<file path="config.mk">
export PLATFORM = sky130hd
export DESIGN_NAME = cal_seq
export DESIGN_NICKNAME = d
export VERILOG_FILES = /design/src/rtl/cal_seq_pkg.sv /design/src/rtl/cal_meas_stub.sv /design/src/rtl/cal_seq_fsm.sv /design/src/rtl/cal_seq.sv
export SDC_FILE = /design/constraint.sdc
export NUM_CORES = 1
export LEC_CHECK = 0
export BUFFER_PORTS_ARGS = -buffer_cell sky130_fd_sc_hd__buf_2
export CORE_MARGIN = 1.5
export CORE_UTILIZATION = 35
export CTS_CLUSTER_SIZE = 8
export DETAILED_ROUTE_END_ITERATION = 16
export SLEW_MARGIN = 10
export SYNTH_ARGS = -nofsm -noshare
export SYNTH_HDL_FRONTEND = slang
export SYNTH_SLANG_ARGS = --single-unit
</file>
<file path="constraint.sdc">
create_clock -name clk -period 2.5 [get_ports clk]
set_input_delay 0.125 -clock clk [delete_from_list [all_inputs] [get_ports clk]]
set_output_delay 0.125 -clock clk [all_outputs]
set_load 0.005 [all_outputs]
</file>
<file path="src/rtl/cal_seq_pkg.sv">
package cal_seq_pkg;

   typedef enum logic [1:0] {
      MD_NORMAL = 2'b00,
      MD_SELF   = 2'b01,
      MD_ZSYS   = 2'b10,
      MD_FSYS   = 2'b11
   } cal_mode_e;

   typedef enum logic [1:0] {
      ST_IDLE = 2'd0,
      ST_ZS   = 2'd1,
      ST_FS   = 2'd2
   } seq_st_e;

   // channel code to coefficient pair; codes 00 and 10 share pair 0
   function automatic logic [1:0] pair_of(input logic [1:0] chan);
      case (chan)
         2'b01:   pair_of = 2'd1;
         2'b11:   pair_of = 2'd2;
         default: pair_of = 2'd0;
      endcase
   endfunction

endpackage

</file>
<file path="src/rtl/cal_meas_stub.sv">
module cal_meas_stub #(
   parameter int RES_W = 24,
   parameter int MEAS_TICKS = 4,
   parameter logic [RES_W-1:0] ZS_BASE = 'h10,
   parameter logic [RES_W-1:0] FS_BASE = 'h1000
) (
   input  logic             clk,
   input  logic             rst_n,
   input  logic             en,
   input  logic             clr,
   input  logic             start,
   input  logic             start_fs,
   input  logic             tick,
   input  logic [2:0]       gain,
   input  logic [1:0]       pair,
   output logic             res_vld,
   output logic [RES_W-1:0] res_val
);

   logic       busy;
   logic       kind_fs;
   logic [2:0] gain_q;
   logic [1:0] pair_q;
   logic       last_tick;

   generate
      if (MEAS_TICKS == 1) begin : g_single
         assign last_tick = 1'b1;
      end else begin : g_count
         localparam int CW = $clog2(MEAS_TICKS);
         localparam logic [CW-1:0] LAST = CW'(MEAS_TICKS - 1);
         logic [CW-1:0] cnt;
         always_ff @(posedge clk) begin
            if (!rst_n) begin
               cnt <= '0;
            end else if (en) begin
               if (clr || start)      cnt <= '0;
               else if (busy && tick) cnt <= cnt + 1'b1;
            end
         end
         assign last_tick = (cnt == LAST);
      end
   endgenerate

   always_ff @(posedge clk) begin
      if (!rst_n) begin
         busy    <= 1'b0;
         kind_fs <= 1'b0;
         gain_q  <= '0;
         pair_q  <= '0;
         res_vld <= 1'b0;
         res_val <= '0;
      end else if (en) begin
         res_vld <= 1'b0;
         if (clr) begin
            busy <= 1'b0;
         end else if (start) begin
            busy    <= 1'b1;
            kind_fs <= start_fs;
            gain_q  <= gain;
            pair_q  <= pair;
         end else if (busy && tick && last_tick) begin
            busy    <= 1'b0;
            res_vld <= 1'b1;
            res_val <= ((kind_fs ? FS_BASE : ZS_BASE) << gain_q) + RES_W'(pair_q);
         end
      end
   end

   // a fresh result only follows a tick
   assert_res_on_tick_R2: assert property (@(posedge clk) disable iff (!rst_n)
      $rose(res_vld) |-> $past(tick));

endmodule

</file>
<file path="src/rtl/cal_seq_fsm.sv">
module cal_seq_fsm
   import cal_seq_pkg::*;
#(
   parameter int SETTLE_TICKS = 3
) (
   input  logic       clk,
   input  logic       rst_n,
   input  logic       standby,
   input  logic       fsync,
   input  logic       mode_wr,
   input  logic [1:0] mode_in,
   input  logic [1:0] chan_in,
   input  logic [2:0] gain_in,
   input  logic       tick,
   input  logic       rd_done,
   input  logic       res_vld,
   output cal_mode_e  mode_q,
   output logic [1:0] chan_q,
   output logic [2:0] gain_q,
   output logic       rdy_n,
   output logic       zs_start,
   output logic       fs_start,
   output logic       dat_load,
   output logic       cal_wr,
   output logic       cal_gain,
   output logic       stub_start,
   output logic       stub_start_fs,
   output logic       stub_clr
);

   localparam int SW = (SETTLE_TICKS > 1) ? $clog2(SETTLE_TICKS) : 1;
   localparam logic [SW-1:0] SETTLE_LAST = SW'(SETTLE_TICKS - 1);

   seq_st_e       st;
   logic [SW-1:0] settle;
   logic          start_any;
   logic          chain_fs;

   assign start_any     = (st == ST_IDLE) && (mode_q != MD_NORMAL) && !fsync && !mode_wr;
   assign chain_fs      = (st == ST_ZS) && res_vld && (mode_q == MD_SELF) && !fsync && !mode_wr;
   assign stub_start    = start_any || chain_fs;
   assign stub_start_fs = chain_fs || (mode_q == MD_FSYS);
   assign stub_clr      = fsync || mode_wr;

   always_ff @(posedge clk) begin
      if (!rst_n) begin
         st       <= ST_IDLE;
         mode_q   <= MD_NORMAL;
         chan_q   <= '0;
         gain_q   <= '0;
         settle   <= '0;
         rdy_n    <= 1'b1;
         zs_start <= 1'b0;
         fs_start <= 1'b0;
         dat_load <= 1'b0;
         cal_wr   <= 1'b0;
         cal_gain <= 1'b0;
      end else if (!standby) begin
         zs_start <= 1'b0;
         fs_start <= 1'b0;
         dat_load <= 1'b0;
         cal_wr   <= 1'b0;
         if (rd_done) rdy_n <= 1'b1;
         if (mode_wr) begin
            mode_q <= cal_mode_e'(mode_in);
            chan_q <= chan_in;
            gain_q <= gain_in;
            st     <= ST_IDLE;
            settle <= '0;
         end else if (fsync) begin
            st     <= ST_IDLE;
            settle <= '0;
         end else begin
            case (st)
               ST_IDLE: begin
                  if (mode_q != MD_NORMAL) begin
                     st       <= (mode_q == MD_FSYS) ? ST_FS : ST_ZS;
                     zs_start <= (mode_q != MD_FSYS);
                     fs_start <= (mode_q == MD_FSYS);
                     rdy_n    <= 1'b1;
                  end else if (tick) begin
                     if (settle == SETTLE_LAST) begin
                        dat_load <= 1'b1;
                        rdy_n    <= 1'b0;
                     end else begin
                        settle <= settle + 1'b1;
                     end
                  end
               end
               ST_ZS: begin
                  if (res_vld) begin
                     cal_wr   <= 1'b1;
                     cal_gain <= 1'b0;
                     if (mode_q == MD_SELF) begin
                        st       <= ST_FS;
                        fs_start <= 1'b1;
                     end else begin
                        st       <= ST_IDLE;
                        mode_q   <= MD_NORMAL;
                        rdy_n    <= 1'b0;
                        dat_load <= 1'b1;
                        settle   <= '0;
                     end
                  end
               end
               ST_FS: begin
                  if (res_vld) begin
                     cal_wr   <= 1'b1;
                     cal_gain <= 1'b1;
                     st       <= ST_IDLE;
                     mode_q   <= MD_NORMAL;
                     rdy_n    <= 1'b0;
                     dat_load <= 1'b1;
                     settle   <= '0;
                  end
               end
               default: st <= ST_IDLE;
            endcase
         end
      end
   end

   assert_one_strobe_R2: assert property (@(posedge clk) disable iff (!rst_n)
      !(zs_start && fs_start));

   assert_rdy_on_start_R3: assert property (@(posedge clk) disable iff (!rst_n)
      (zs_start || fs_start) |-> rdy_n);

   assert_fsync_keeps_rdy_R7: assert property (@(posedge clk) disable iff (!rst_n)
      (fsync && !rdy_n && !rd_done && !standby) |=> !rdy_n);

   assert_frozen_R10: assert property (@(posedge clk) disable iff (!rst_n)
      standby |=> ($stable(mode_q) && $stable(rdy_n) && $stable(st)));

endmodule

</file>
<file path="src/rtl/cal_seq.sv">
module cal_seq
   import cal_seq_pkg::*;
#(
   parameter int RES_W = 24,
   parameter int MEAS_TICKS = 4,
   parameter int SETTLE_TICKS = 3,
   parameter logic [RES_W-1:0] ZS_BASE = 'h10,
   parameter logic [RES_W-1:0] FS_BASE = 'h1000
) (
   input  logic             clk,
   input  logic             rst_n,
   input  logic             standby,
   input  logic             fsync,
   input  logic             mode_wr,
   input  logic [1:0]       mode_in,
   input  logic [1:0]       chan_in,
   input  logic [2:0]       gain_in,
   input  logic             rate_tick,
   input  logic             rd_done,
   output logic             rdy_n,
   output logic [1:0]       mode_out,
   output logic             zs_start,
   output logic             fs_start,
   output logic             dat_load,
   output logic             coef_wr,
   output logic             coef_is_gain,
   output logic [1:0]       coef_pair,
   output logic [RES_W-1:0] coef_val
);

   generate
      if (MEAS_TICKS < 1) begin : g_bad_meas
         $error("MEAS_TICKS must be at least 1");
      end
      if (SETTLE_TICKS < 1) begin : g_bad_settle
         $error("SETTLE_TICKS must be at least 1");
      end
      if (RES_W < 8 || RES_W > 62) begin : g_bad_width
         $error("RES_W must lie in 8..62");
      end else if ((longint'(FS_BASE) << 7) + 64'd3 >= (longint'(1) << RES_W)) begin : g_bad_base
         $error("FS_BASE scaled by the largest gain does not fit RES_W");
      end
   endgenerate

   cal_mode_e  mode_q;
   logic [1:0] chan_q;
   logic [2:0] gain_q;
   logic       res_vld;
   logic       stub_start, stub_start_fs, stub_clr;

   cal_seq_fsm #(
      .SETTLE_TICKS (SETTLE_TICKS)
   ) u_fsm (
      .clk           (clk),
      .rst_n         (rst_n),
      .standby       (standby),
      .fsync         (fsync),
      .mode_wr       (mode_wr),
      .mode_in       (mode_in),
      .chan_in       (chan_in),
      .gain_in       (gain_in),
      .tick          (rate_tick),
      .rd_done       (rd_done),
      .res_vld       (res_vld),
      .mode_q        (mode_q),
      .chan_q        (chan_q),
      .gain_q        (gain_q),
      .rdy_n         (rdy_n),
      .zs_start      (zs_start),
      .fs_start      (fs_start),
      .dat_load      (dat_load),
      .cal_wr        (coef_wr),
      .cal_gain      (coef_is_gain),
      .stub_start    (stub_start),
      .stub_start_fs (stub_start_fs),
      .stub_clr      (stub_clr)
   );

   cal_meas_stub #(
      .RES_W      (RES_W),
      .MEAS_TICKS (MEAS_TICKS),
      .ZS_BASE    (ZS_BASE),
      .FS_BASE    (FS_BASE)
   ) u_stub (
      .clk      (clk),
      .rst_n    (rst_n),
      .en       (!standby),
      .clr      (stub_clr),
      .start    (stub_start),
      .start_fs (stub_start_fs),
      .tick     (rate_tick),
      .gain     (gain_q),
      .pair     (pair_of(chan_q)),
      .res_vld  (res_vld),
      .res_val  (coef_val)
   );

   assign mode_out  = mode_q;
   assign coef_pair = pair_of(chan_q);

   // final write closes the sequence: mode cleared, word loaded, flag low
   assert_final_wr_R4: assert property (@(posedge clk) disable iff (!rst_n)
      (coef_wr && !fs_start) |-> (mode_out == 2'b00 && !rdy_n && dat_load));

   assert_pair_range_R5: assert property (@(posedge clk) disable iff (!rst_n)
      coef_wr |-> (coef_pair != 2'd3));

endmodule

</file>
==> results_dict.tcl <==
set metrics [dict create \
    final_cells 361 \
    maxSlewViolCount 0 \
    rsz0062_at_grt "no" \
    fin_skew_ps 6.22 \
    gr-usage-all-layers 0.152 \
    ys_types 45 \
    layout_commonest_cell "dfxtp_1" \
    run_status "completed" \
    slew_headroom 0.514 \
    cts_buffer_depth 2 \
    worstPathArrival_ps 2450 \
    worst-path-max-fanout 29 \
    vdd.ir_drop.worst_mv 0.240 \
    postLayoutCoreUtil 0.413 \
    p_leak_nw 0.973 \
    grt_pass1_wl_um 7840 \
    h-tree-depth 2 \
    ys_warn_count 0 \
    core_area_sq_mm 0.00592 \
    drv_cap 0 \
    die-area_sq_mm 0.00660 \
    power_density_mw_per_mm2 526 \
    vias 1846 \
    place_inst 353 \
    drtPass1Iterations 4 \
    cts_hold_buf 0 \
    synth_seq_cells 45 \
    die_x_um 81.3 \
    fin_area_sq_mm 0.00245 \
    start_util 0.362 \
    min_path_type "primary input to register" \
    period_share 0.891 \
    cts-root-buf "clkbuf_8" \
    critPathLaunchType "register" \
    cts_resized 0 \
    ant_nets 0 \
    postCtsSetupBuffers 0 \
    port_buffers 41 \
    synth-async-reset-ratio 0 \
    total_power_mw 1.29 \
    synth_edf_count 0 \
    num_rows 28 \
    final_cell_mix "dfxtp_1, nand2_1, buf_2, a21oi_1, nor2_1" \
    wl_per_cell_um 12.9 \
    clkSinkCount 45 \
    final_layout_size_suffix_gt1_frac 0.203 \
    fmax_mhz 449 \
    nets 308 \
    cts_buffers 5 \
    pin_count 48 \
    drtIter0Drc 105 \
    tightest_slew_ps 728 \
    clkTransAtPathRegs_ps 90 \
    dpl_cell_area_sq_mm 0.00236 \
    yosysSeqAreaShare 0.420 \
    grt_pass1_vias 1636 \
    dp_hpwl_um 3390 \
    routabilityCongestion 0.901 \
    drc 0 \
    syn-cell-area_sq_mm 0.00214 \
    setup_viol 0 \
    viasPerCell 5.11 \
    hold_viol_final 0 \
    syn_inst 249 \
    die_h_um 81.3 \
    antenna_cells 0 \
    syn_avg_cell_area_sq_um 8.61 \
    grt_max_degree 44 \
    gr-total-overflow 0 \
    wl_um 4650 \
    critPathKind "register to register" \
    antenna_found_initial 0 \
    area_delta_synth_final_pct 14.1 \
    clock_latency_ps 300 \
    period_minus_slack_ps 2230 \
    end_kind "register" \
    crit_required_ps 2720 \
    cts_tree "built" \
    setup-tns-final_ps 0 \
    ys_dominant_reg_cell "dfxtp_1" \
]
-- state kept, by name, summed over array words and instances (netlist names), 2 cells and up --
| name | count |
|---|---|
| u_stub.res_val | 18 |
| u_fsm.gain_q | 3 |
| u_stub.gain_q | 3 |
| u_fsm.chan_q | 2 |
| u_fsm.mode_q | 2 |
| u_fsm.settle | 2 |
| u_fsm.st | 2 |
| u_stub.g_count.cnt | 2 |
| u_stub.pair_q | 2 |
-- synth_stat cells (2+ instances only) --
cell type  instances  area (sq um)
dfxtp_1           45           901
nand2_1           44           165
a21oi_1           31           155
nor2_1            16          60.1
mux2i_1           10           100
or3_1             10          62.6
ha_1               9           113
or4_1              8          60.1
buf_4              7          52.6
clkbuf_1           6          22.5
nand2b_1           6          37.5
inv_1              5          18.8
nand3_1            4          20.0
nor2b_1            4          25.0
o21ai_0            4          20.0
a211oi_1           3          22.5
buf_2              3          15.0
nand4_1            3          18.8
and2_1             2          12.5
buf_6              2          22.5
inv_2              2          7.51
o31ai_1            2          15.0
-- cell families (layout without fill, tap and decap cells) --
logic type / Yosys count / count (layout) / synth area share
simple gates: 106 / 106 / 0.257
compound gates: 52 / 52 / 0.152
flops: 45 / 45 / 0.420
buf+inv: 25 / 57 / 0.0648
mux: 11 / 11 / 0.0520
fa+ha+maj: 9 / 9 / 0.0525
other cells: 1 / 6 / 0.00175
-- critical path: stages (launching register included) --
cell and delay [ps]:
dfxtp_1 390, inv_1 80, ha_1 300, nand2b_1 300, nand4_4 350, or4_1 570
a21oi_1 170
-- path summary, 6_finish.rpt --
path                                    from  cells after the start                              end  slack (ps)
min reg2reg  u_stub.res_val[18]$_SDFFE_PN0P_                      2  u_stub.res_val[18]$_SDFFE_PN0P_         450
max                 u_fsm.st[0]$_SDFFE_PN0P_                      6   u_stub.res_val[5]$_SDFFE_PN0P_         270
min                               mode_in[1]                      3     u_fsm.mode_q[1]$_SDFFE_PN0P_          50
max reg2reg         u_fsm.st[0]$_SDFFE_PN0P_                      6   u_stub.res_val[5]$_SDFFE_PN0P_         270
-- stage by stage --
step | setup slack (ps) | hold slack (ps)
floorplan | 678 | 204
global placement | 405 | 353
detailed placement | 323 | 355
CTS | 284 | 38.3
global route | 68.7 | 57.2
finish | 272 | 46.9
-- routing by layer --
layer | GRT usage | vias up | routed length (um)
li1 | - | 930 | -
met1 | 0.209 | 845 | 2250
met2 | 0.232 | 66 | 2090
met3 | 0.0258 | 5 | 244
met4 | 0.0655 | 0 | 60
met5 | 0 | - | 0
-- where the power goes --
group          internal, mW  switching, mW  total (mW)
sequential            0.724        0.00598       0.730
combinational        0.0321         0.0622      0.0943
clock                 0.199          0.263       0.462
total                 0.954          0.331        1.29
-- area by class of cell --
class                      count  area [sq um]
clock buffer                   5          68.8
clock inverter                 3          21.3
fill                         609          3470
inverter                       7          26.3
multi-input combinational    184          1120
sequential                    45           901
tap                           75          93.8
timing repair buffer          42           213
Power figures use the tool's default switching activity.
